--- src/rtl/vote_decimator_pkg.sv ---
package vote_decimator_pkg;
  // Per-cycle strobes from control to datapath
  typedef struct packed {
    logic clear; // new run: drop counts and history
    logic take;  // a sample is accepted this cycle
    logic close; // accepted sample is the last of its window
  } voteStrobe_t;
endpackage

--- src/rtl/vote_decimator_ctrl.sv ---
module vote_decimator_ctrl
  import vote_decimator_pkg::*;
#(
  parameter int RATIO_W = 6,
  parameter int LEN_W   = 16
) (
  input  logic               clk,
  input  logic               rstN,
  input  logic               startStrobe,
  input  logic               sampleValid,
  input  logic [RATIO_W-1:0] ratio,
  input  logic [LEN_W-1:0]   streamLen,
  input  logic [LEN_W-1:0]   delayEst,
  input  logic [LEN_W-1:0]   margin,
  output voteStrobe_t        strobes,
  output logic [RATIO_W-1:0] ratioQ,
  output logic               acqDone
);
  localparam int SUM_W = LEN_W + 2;

  logic [SUM_W-1:0]   limitIn;
  logic [SUM_W-1:0]   limitQ;
  logic [SUM_W-1:0]   sampleCnt;
  logic [RATIO_W-1:0] winCnt;
  logic               active;
  logic               lastSample;

  assign limitIn = SUM_W'(streamLen) + SUM_W'(delayEst) + SUM_W'(margin);

  always_comb begin
    strobes.clear = startStrobe;
    strobes.take  = active & sampleValid & ~startStrobe;
    strobes.close = strobes.take & (winCnt == ratioQ - RATIO_W'(1));
    lastSample    = strobes.take & ((sampleCnt + SUM_W'(1)) == limitQ);
  end

  always_ff @(posedge clk) begin
    if (!rstN) begin
      ratioQ    <= '0;
      limitQ    <= '0;
      sampleCnt <= '0;
      winCnt    <= '0;
      active    <= 1'b0;
      acqDone   <= 1'b0;
    end else begin
      acqDone <= 1'b0;
      if (startStrobe) begin
        ratioQ    <= ratio;
        limitQ    <= limitIn;
        sampleCnt <= '0;
        winCnt    <= '0;
        active    <= (limitIn != '0);
        acqDone   <= (limitIn == '0);
      end else if (strobes.take) begin
        sampleCnt <= sampleCnt + SUM_W'(1);
        winCnt    <= strobes.close ? '0 : winCnt + RATIO_W'(1);
        if (lastSample) begin
          active  <= 1'b0;
          acqDone <= 1'b1;
        end
      end
    end
  end
endmodule

--- src/rtl/vote_decimator_dp.sv ---
module vote_decimator_dp
  import vote_decimator_pkg::*;
#(
  parameter int RATIO_W = 6
) (
  input  logic               clk,
  input  logic               rstN,
  input  voteStrobe_t        strobes,
  input  logic               sampleBit,
  input  logic [RATIO_W-1:0] ratioQ,
  input  logic [RATIO_W-1:0] threshold,
  output logic               bitOut,
  output logic               bitValid,
  output logic               ambiguous
);
  logic [RATIO_W-1:0] onesCnt;
  logic [RATIO_W-1:0] onesNow;
  logic [RATIO_W-1:0] zerosNow;
  logic [RATIO_W-1:0] thrQ;
  logic               prevBit;
  logic               decision;
  logic               undecided;

  always_comb begin
    onesNow  = onesCnt + RATIO_W'(sampleBit);
    zerosNow = ratioQ - onesNow;
    if (onesNow >= thrQ) begin
      decision  = 1'b1;
      undecided = 1'b0;
    end else if (zerosNow >= thrQ) begin
      decision  = 1'b0;
      undecided = 1'b0;
    end else begin
      decision  = prevBit;
      undecided = 1'b1;
    end
  end

  always_ff @(posedge clk) begin
    if (!rstN) begin
      onesCnt   <= '0;
      thrQ      <= '0;
      prevBit   <= 1'b0;
      bitOut    <= 1'b0;
      bitValid  <= 1'b0;
      ambiguous <= 1'b0;
    end else begin
      bitValid  <= 1'b0;
      ambiguous <= 1'b0;
      if (strobes.clear) begin
        onesCnt <= '0;
        prevBit <= 1'b0;
        thrQ    <= threshold;
      end else if (strobes.take) begin
        if (strobes.close) begin
          onesCnt   <= '0;
          prevBit   <= decision;
          bitOut    <= decision;
          bitValid  <= 1'b1;
          ambiguous <= undecided;
        end else begin
          onesCnt <= onesNow;
        end
      end
    end
  end
endmodule

--- src/rtl/vote_decimator.sv ---
module vote_decimator
  import vote_decimator_pkg::*;
#(
  parameter int RATIO_W = 6,
  parameter int LEN_W   = 16
) (
  input  logic               clk,
  input  logic               rstN,
  input  logic               startStrobe,
  input  logic               sampleValid,
  input  logic               sampleBit,
  input  logic [RATIO_W-1:0] ratio,
  input  logic [RATIO_W-1:0] threshold,
  input  logic [LEN_W-1:0]   streamLen,
  input  logic [LEN_W-1:0]   delayEst,
  input  logic [LEN_W-1:0]   margin,
  output logic               bitOut,
  output logic               bitValid,
  output logic               ambiguous,
  output logic               acqDone
);
  voteStrobe_t        strobes;
  logic [RATIO_W-1:0] ratioQ;

  vote_decimator_ctrl #(.RATIO_W(RATIO_W), .LEN_W(LEN_W)) i_ctrl (
    .clk(clk), .rstN(rstN), .startStrobe(startStrobe), .sampleValid(sampleValid),
    .ratio(ratio), .streamLen(streamLen), .delayEst(delayEst), .margin(margin),
    .strobes(strobes), .ratioQ(ratioQ), .acqDone(acqDone)
  );

  vote_decimator_dp #(.RATIO_W(RATIO_W)) i_dp (
    .clk(clk), .rstN(rstN), .strobes(strobes), .sampleBit(sampleBit),
    .ratioQ(ratioQ), .threshold(threshold),
    .bitOut(bitOut), .bitValid(bitValid), .ambiguous(ambiguous)
  );
endmodule

--- config.mk ---
export PLATFORM = sky130hd
export DESIGN_NAME = vote_decimator
export DESIGN_NICKNAME = d
export VERILOG_FILES = /design/src/rtl/vote_decimator_pkg.sv /design/src/rtl/vote_decimator_ctrl.sv /design/src/rtl/vote_decimator_dp.sv /design/src/rtl/vote_decimator.sv
export SDC_FILE = /design/constraint.sdc
export NUM_CORES = 1
export LEC_CHECK = 0
export BUFFER_PORTS_ARGS = -buffer_cell sky130_fd_sc_hd__buf_2
export CAP_MARGIN = 30
export CORE_ASPECT_RATIO = 2
export CORE_UTILIZATION = 55
export CTS_CLUSTER_DIAMETER = 60
export CTS_CLUSTER_SIZE = 16
export DETAILED_ROUTE_END_ITERATION = 10
export PLACE_DENSITY_LB_ADDON = 0.1
export SYNTH_ARGS = -nofsm -noshare
export SYNTH_HDL_FRONTEND = slang
export SYNTH_SLANG_ARGS = --single-unit
export TNS_END_PERCENT = 5
--- constraint.sdc ---
create_clock -name clk -period 4.45 [get_ports clk]
set_input_delay 0 -clock clk [delete_from_list [all_inputs] [get_ports clk]]
set_output_delay 0 -clock clk [all_outputs]
set_load 0.01 [all_outputs]
**Word level (Yosys, flattened, before mapping)**

Cells that the tools add are included.

- $add $sub $neg: 7
- $lt $le $gt $ge: 2
- Equal/unequal tests: 2
- Muxes and demuxes: 12
- Bitwise operators: 8
- Reduce and logical (&&, ||, !) cells: 10

Operator list:

| kind | number |
|---|---|
| $add 18x1->18 const B | 1 |
| $add 18x16->18 | 1 |
| $eq 18x18->1 | 1 |
| $logic_not 18->1 | 1 |
| $reduce_bool 18->1 | 1 |
| $add 16x16->17 | 1 |
| $ge 6x6->1 | 2 |
| $mux 6 | 2 |
| $mux 1 | 10 |
| $add 6x1->6 | 1 |
| $add 6x1->6 const B | 1 |
| $eq 6x6->1 | 1 |
| $sub 6x1->6 const B | 1 |
| $sub 6x6->6 | 1 |
| $reduce_or 5->1 | 1 |
| $and 1x1->1 | 4 |
| $not 1->1 | 4 |
| $reduce_and 2->1 | 2 |
| $reduce_bool 2->1 | 2 |
| $reduce_and 3->1 | 1 |
| $reduce_or 3->1 | 1 |
| $reduce_or 2->1 | 1 |

- Flip-flop bits (word level): 66
- Input bits: 65
- Output and inout bits: 4
- Logic and storage cells: 53

**Longest topological paths before layout**

Gate-level depths: netlist of the first run.

- Depth after elaboration: 6
- Mapped depth: 20
- Gate-level depth less buffers: 20

**Hierarchy**

A second synthesis of the first run with hierarchy kept.

- Cell total of the unflattened synthesis: 596
- Area, all modules: 5,137.4 um^2

Modules (own cells, without submodules):

| module | times used | cells an instance | area an instance (um^2) |
|---|---|---|---|
| vote_decimator_ctrl | 1 | 465 | 3,977.6 |
| vote_decimator_dp | 1 | 131 | 1,159.9 |

**Worst setup path after synthesis of the first run**

Ideal clock, no wire load.

- Path type: input -> register
- Start point: input port streamLen[0]
- End point: register i_ctrl.active
- Library setup time: 115 ps
- Arrival time: 3,328 ps
- Setup slack: 1,007 ps
- Stages on the path: 19
- Buffers on the path: 0
- Path through: ha_1 > inv_1 > fa_1 > nor2b_1 > o31a_1 > or2_1 > a31oi_2 > nor2b_1 > o21a_1 > o41a_1 > xor2_1 > ha_1 > a21oi_1 > o21ai_0 > o21bai_1 > xor2_1 > nor4_1 > nand4_1 > and2_1

- Word-level cells in the longest chain between the ends: 4

Ends and longest elaborated chain:

| element | line | source |
|---|---|---|
| start, declared | vote_decimator.sv:14 | `input logic [LEN_W-1:0] streamLen,` |
| $add 16x16->17 | vote_decimator_ctrl.sv:28 | `assign limitIn = SUM_W'(streamLen) + SUM_W'(delayEst) + SUM_W'(margin);` |
| $add 18x16->18 | vote_decimator_ctrl.sv:28 |  |
| $reduce_bool 18->1 | vote_decimator_ctrl.sv:52 | `active <= (limitIn != '0);` |
| $mux 1 | vote_decimator_ctrl.sv:47 | `if (startStrobe) begin` |
| end signal, assigned | vote_decimator_ctrl.sv:52 |  |
| end, declared | vote_decimator_ctrl.sv:25 | `logic active;` |

No other way between the ends.
A chain may end at the register's enable or synchronous reset.

**Final worst setup path of the first run**

Ends and elaborated chain as after synthesis.

==> results.py, run 1 <==
metrics = {
    "run_status": {
        "outcome": "complete, no violations",
    },
    "cells_and_area": {
        "area_growth_pct": 16.1,
        "fill_cells": 864,
        "nets": 860,
        "multi_input_area_um2": 3850,
        "seq_area_um2": 1320,
        "drive_above_1_share_pct": 14.1,
        "diodes": 0,
    },
    "critical_path": {
        "endpoint_kind": "flop",
        "cp.required_ns": 4.67,
        "startpoint_type": "input pin",
        "cp_max_fo": 5,
        "crit_slowest_cell": "a311oi_1",
        "crit_path_cell_trace": "buf_2 -> ha_1 -> inv_1 -> fa_1 -> nor2b_1 -> o31a_1 -> or2_1 -> a31oi_2 -> nor2b_1 -> o21a_1 -> nor2_1 -> xnor2_1 -> ha_1 -> a21oi_1 -> inv_1 -> a311oi_1 -> o21bai_1 -> xor2_1 -> nor4_1 -> nand4_1 -> and2_1",
        "arrival_ns": 3.82,
        "crit_type": "in -> reg",
        "cp_slowest_stage_delay_ns": 0.32,
    },
    "hold_path": {
        "hold_path_class": "in -> reg",
    },
    "global_route": {
        "globalRouteOverflowTotal": 0,
        "grt_max_degree": 23,
        "track_usage_pct": 27.8,
        "grt_pass1_vias": 5131,
        "grt_pass1_wl_um": 22200,
        "antenna_found_initial": 0,
    },
    "power_and_ir_drop": {
        "power_density_nw_per_um2": 348,
        "clkPwrFrac_pct": 36.9,
        "intPower_mw": 1.51,
        "p_leak_nw": 2.70,
        "p_switching_mw": 0.684,
        "combinationalPowerShare_pct": 32.8,
        "sw_frac_of_total_pct": 31.2,
        "seq_power_share_pct": 30.3,
        "max-vdd-ir-drop_uv": 251,
    },
    "floorplanning": {
        "rows": 51,
        "die_width_um": 72.3,
        "fp.dieArea_um2": 10300,
        "dieHeight_um": 143,
        "core-area_um2": 9700,
        "ios": 69,
        "start_util_pct": 56.1,
    },
    "clock_network": {
        "cts_tree": "yes",
        "clockBufferDepth": 2,
        "cts_buffers": 9,
        "htreeDepth": 3,
        "clkSlewWorstSetupHoldPaths_ns": 0.05,
        "cts_resized": 0,
        "clk_latency_ns": 0.33,
        "cts_setup_buffers": 0,
        "clkSinkCount": 66,
        "cts_root_buf": "clkbuf_16",
    },
    "routing": {
        "drtIter0Drc": 131,
        "postRouteAntennaNets": 0,
        "routed_wl_um": 13400,
        "vias": 5022,
        "first_pass_iters": 4,
        "via_per_inst": 5.76,
        "routedWlPerCell_um": 15.4,
        "drc": 0,
    },
    "logic_synthesis": {
        "ys_seq_elements": 66,
        "netlist_area_um2": 5440,
        "async_flop_share_pct": 0,
        "synthCells": 663,
        "synth_edf_count": 0,
        "ys.flop_type": "dfxtp_1",
        "synth_cell_types": 67,
        "synth_warnings": 0,
        "syn_area_per_cell_um2": 8.20,
        "synth-seq-area-share_pct": 24.3,
        "synth_fp_nets": 787,
    },
    "sta": {
        "whs_ns": 0.0624,
        "slew_headroom_pct": 57.8,
        "rsz0062_at_grt": "no",
        "hold_viol": 0,
        "max_freq_mhz": 278,
        "min_period_ns": 3.60,
        "slew_violations": 0,
        "worstMarginPinSlew_ns": 0.625,
        "tns_ns": 0,
        "period_share_pct": 80.9,
        "finClkSkew_ns": 0.00532,
        "setup_viol": 0,
    },
    "placement": {
        "routabilityCongestion": 0.958,
        "io_buffers": 68,
        "dp_hpwl_um": 11000,
    },
    "flow_run": {
        "maxCapViolCount": 0,
    },
}
## repair_timing
item / 4_1_cts / 5_1_grt
hold buffers: 13 / 0
setup endpoints to repair: 0 / 0
endpoints found under the hold margin: 13 / 0
## worst paths after layout
path | startpoint | end | slack (ns) | cells after the start
min | sampleValid | i_ctrl.active | 0.06 | 3
max reg2reg | i_dp.onesCnt[0] | i_dp.bitOut | 1.41 | 14
max | streamLen[0] | i_ctrl.active | 0.85 | 21
min reg2reg | i_dp.bitOut | i_dp.bitOut | 0.46 | 2
## synthesized netlist by cell type (3+ instances only)
master    count  area share (%)
o21ai_1       4            0.37
buf_6         6             1.2
and2_1        9             1.0
nand2b_1      6            0.69
dfxtp_1      66              24
nor3_1       10            0.92
nor4_1        3            0.35
a211oi_1      6            0.83
and3_1        8            0.92
clkbuf_1     12            0.83
nand4_1      16             1.8
o211ai_1      6            0.83
a31oi_1       4            0.46
o21a_1        9             1.2
nor2b_1      10             1.2
nand4b_1      4            0.64
a21oi_1      44             4.1
xnor2_1      40             6.4
fa_1          3             1.1
nand3_1      25             2.3
inv_1        32             2.2
nor2_1       89             6.1
o21ai_0      22             2.0
ha_1         56              13
xor2_1       36             5.8
a21o_1       14             1.9
o21bai_1      5            0.69
nand2_1      32             2.2
o31ai_1       3            0.41
o22ai_1       3            0.35
or3_1         4            0.46
o31a_1        4            0.64
mux2i_1      23             4.2
## routing by layer
layer	track usage, %	routed length [um]	up-vias
met5	0	0	-
met4	18.7	801	0
met3	3.75	296	46
met2	58.0	7910	127
met1	21.9	4430	2345
li1	-	-	2504
## cell usage in the layout, fill, tap and decap left out, types with 22 or more instances in the layout
cell	instances
nor2_1	89
o21ai_0	22
buf_2	68
mux2i_1	23
xnor2_1	40
xor2_1	36
nand2_1	32
a21oi_1	44
ha_1	56
inv_1	32
dfxtp_1	66
nand3_1	25
## critical path: cells and delay by family
| family | cells | cell delay [ns] |
|---|---|---|
| AO/OA/AOI/OAI | 6 | 1.45 |
| XOR/XNOR | 2 | 0.30 |
| adder cells (fa/ha/maj) | 3 | 0.70 |
| buffers and inverters | 3 | 0.23 |
| AND/OR/NAND/NOR | 7 | 1.13 |
## layout make-up
cell class	count	area share, %
clock inverter	5	1.63
multi-input combinational	542	61.1
clock buffer	10	3.79
tap	132	2.62
inverter	32	1.90
sequential	66	20.9
timing repair buffer	85	8.05
## power by group through the flow
stage	clock [mW]	sequential, mW	combinational, mW
floorplan	0	0.667	0.548
global placement	0	0.676	0.689
detailed placement	0	0.677	0.708
CTS	0.820	0.665	0.722
global route	0.846	0.670	0.804
finish	0.810	0.665	0.721
## cell families after synthesis
kind of cell             Yosys count  share of synthesized area [%]
AO/OA/AOI/OAI                    146                           18.1
XOR/XNOR                          76                           12.2
adder cells (fa/ha/maj)           59                           14.0
buffers and inverters             55                           4.81
flip-flops                        66                           24.3
multiplexers                      23                           4.23
AND/OR/NAND/NOR                  238                           22.3
## sequential cells by signal, indices dropped and copies added, names as in the netlist
register / flops
i_dp.onesCnt: 6
i_ctrl.winCnt: 6
i_dp.bitValid: 1
i_dp.ambiguous: 1
i_dp.prevBit: 1
i_ctrl.sampleCnt: 18
i_ctrl.acqDone: 1
i_ctrl.ratioQ: 6
i_dp.bitOut: 1
i_dp.thrQ: 6
i_ctrl.active: 1
i_ctrl.limitQ: 18
## metrics by stage
step           utilization [%]  setup WS, ns  total power, mW  cell area [um2]  instances
2_1_floorplan                -          1.01             1.21             5440        663
3_3_place_gp              60.0         0.615             1.37             5820        843
3_5_place_dp              60.2         0.523             1.38             5840        844
4_1_cts                   65.1         0.860             2.21             6310        872
5_1_grt                   65.1         0.451             2.32             6310        872
6_report                  65.1         0.851             2.20             6310        872
(Power assumes the default switching activity.)
==> run 2: changes to the inputs <==
==> constraint.sdc (replaced) <==
create_clock -name clk -period 3.7 [get_ports clk]
set_input_delay 0 -clock clk [delete_from_list [all_inputs] [get_ports clk]]
set_output_delay 0 -clock clk [all_outputs]
set_load 0.01 [all_outputs]
==> run 2 against run 1 <==
  * Sequential power is 20% higher
  * Clock skew is 0.0010 ns lower
  * Flip-flop and latch count unchanged
  * Count of clock-buffer cells in the layout did not move
  * Combinational power up 29%
  * Global-route usage is 0.58 points higher
  * Critical endpoint unchanged
==> results.py, run 2 (synthesis gave the netlist of run 1 again) <==
metrics = {
    "critical_path": {
        "crit_path_cell_trace": "buf_2 -> ha_1 -> inv_1 -> fa_1 -> nor2b_1 -> o31a_1 -> or2_1 -> a31oi_2 -> nor2b_1 -> o21a_1 -> o41a_1 -> xor2_2 -> ha_1 -> a21oi_1 -> o21ai_0 -> o21bai_1 -> xor2_1 -> nor4_1 -> nand4_1 -> and2_1",
        "arrival_ns": 3.68,
        "cp_slowest_stage_delay_ns": 0.36,
        "crit_family": "compound AO/OA/AOI/OAI gates",
        "cp.required_ns": 3.92,
        "cp_max_fo": 2,
        "crit_slowest_cell": "o41a_1",
        "cp.buffers_inverters": 2,
        "startpoint_type": "input pin",
        "crit_type": "in -> reg",
        "ff2ff_setup_slack_ns": 0.62,
        "endpoint_kind": "flop",
    },
    "cells_and_area": {
        "largestRegisters": "i_ctrl.limitQ (18), i_ctrl.sampleCnt (18)",
        "drive_above_1_share_pct": 16.0,
        "mostFrequentLayoutCell": "nor2_1",
        "layout_common_cells": "nor2_1, buf_2, dfxtp_1, ha_1, a21oi_1",
        "area_growth_pct": 17.7,
        "fill_cells": 855,
        "nets": 874,
        "diodes": 0,
    },
    "sta": {
        "setup_ws_ns": 0.244,
        "finClkSkew_ns": 0.00432,
        "tns_ns": 0,
        "setup_viol": 0,
        "hold_viol": 0,
        "slew_violations": 0,
        "worstMarginPinSlew_ns": 0.581,
        "period_share_pct": 93.4,
        "rsz0062_at_grt": "no",
        "min_period_ns": 3.46,
        "max_freq_mhz": 289,
        "slew_headroom_pct": 61.2,
    },
    "routing": {
        "top_layer_used": "met4",
        "wl_met1_um": 4570,
        "met2_length_um": 8060,
        "drc": 0,
        "drtIter0Drc": 154,
        "routed_wl_um": 13800,
        "first_pass_iters": 5,
        "routedWlPerCell_um": 15.6,
        "vias": 5104,
        "met3_length_um": 300,
        "via_per_inst": 5.76,
        "postRouteAntennaNets": 0,
    },
    "global_route": {
        "antenna_found_initial": 0,
        "grt_pass1_vias": 5220,
        "grt_pass1_wl_um": 22700,
        "grt_max_degree": 23,
        "globalRouteOverflowTotal": 0,
        "track_usage_pct": 28.4,
    },
    "power_and_ir_drop": {
        "p_leak_nw": 2.75,
        "clkPwrFrac_pct": 33.8,
        "max-vdd-ir-drop_uv": 241,
        "combinationalPowerShare_pct": 35.7,
        "power_density_nw_per_um2": 408,
        "intPower_mw": 1.77,
        "sw_frac_of_total_pct": 32.3,
        "seq_power_share_pct": 30.6,
        "p_switching_mw": 0.843,
    },
    "clock_network": {
        "htreeDepth": 3,
        "clockBufferDepth": 2,
        "clk_latency_ns": 0.33,
        "cts_root_buf": "clkbuf_16",
        "cts_buffers": 9,
        "cts_tree": "yes",
        "clkSinkCount": 66,
        "cts_setup_buffers": 0,
        "clkSlewWorstSetupHoldPaths_ns": 0.05,
    },
    "floorplanning": {
        "fp.dieArea_um2": 10300,
        "ios": 69,
        "core-area_um2": 9700,
        "dieHeight_um": 143,
        "rows": 51,
        "start_util_pct": 56.1,
        "die_width_um": 72.3,
    },
    "placement": {
        "io_buffers": 68,
        "routabilityCongestion": 0.949,
        "dp_hpwl_um": 11200,
        "place_ws_ns": -0.104,
    },
    "flow_run": {
        "maxCapViolCount": 0,
    },
    "run_status": {
        "outcome": "complete, no violations",
    },
    "hold_path": {
        "hold_path_class": "in -> reg",
    },
}
-- run 2: path summary, 6_finish.rpt --
check	from	to	depth (start not counted)
setup / recovery	streamLen[0]	i_ctrl.active	20
hold / removal	margin[0]	i_ctrl.limitQ[0]	4
setup reg to reg	i_dp.onesCnt[0]	i_dp.bitOut	12
hold reg to reg	i_dp.bitOut	i_dp.bitOut	2
-- run 2: layer usage --
layer	up-vias	GRT usage, %
li1	2538	-
met1	2386	23.6
met2	127	57.8
met3	53	3.19
met4	0	19.9
met5	-	0
-- run 2: cell type report --
cell class / instances / area (um2) / share of cell area (%)
repair buffers: 99 / 613 / 9.58
multi-input cells: 542 / 3870 / 60.5
clock inverters: 5 / 80.1 / 1.25
inverters: 32 / 120 / 1.88
clock buffers: 10 / 229 / 3.58
well taps: 132 / 165 / 2.58
flip-flops and latches: 66 / 1320 / 20.6
-- run 2: per-stage QoR --
stage          total power, mW  hold WS (ns)  util (%)  instances  area [um2]
4_1_cts                   2.62        0.0596      65.8        886        6380
2_1_floorplan             1.46         0.118         -        663        5440
3_3_place_gp              1.69         0.233      61.1        857        5930
3_5_place_dp              1.71         0.244      61.3        858        5940
5_1_grt                   2.77        0.0874      66.0        886        6400
6_report                  2.61        0.0729      66.0        886        6400
-- run 2: what timing repair did --
action                                 4_1_cts  5_1_grt
setup endpoints to repair                    0        1
resized for setup                            0        5
endpoints found under the hold margin       13        0
hold buffers                                13        0
-- run 2: power by group through the flow --
stage          registers, mW  logic, mW  clock network, mW
6_report               0.798      0.932              0.882
2_1_floorplan          0.802      0.659                  0
5_1_grt                0.803       1.03              0.936
4_1_cts                0.798      0.920              0.904
3_5_place_dp           0.813      0.901                  0
3_3_place_gp           0.811      0.876                  0
-- run 2: worst min-delay path, delay by kind of cell --
kind	cells	cell delay, ns
adder cells (fa/ha/maj)	1	0.14
multiplexers	1	0.07
AND/OR/NAND/NOR	1	0.08
buffers and inverters	1	0.08
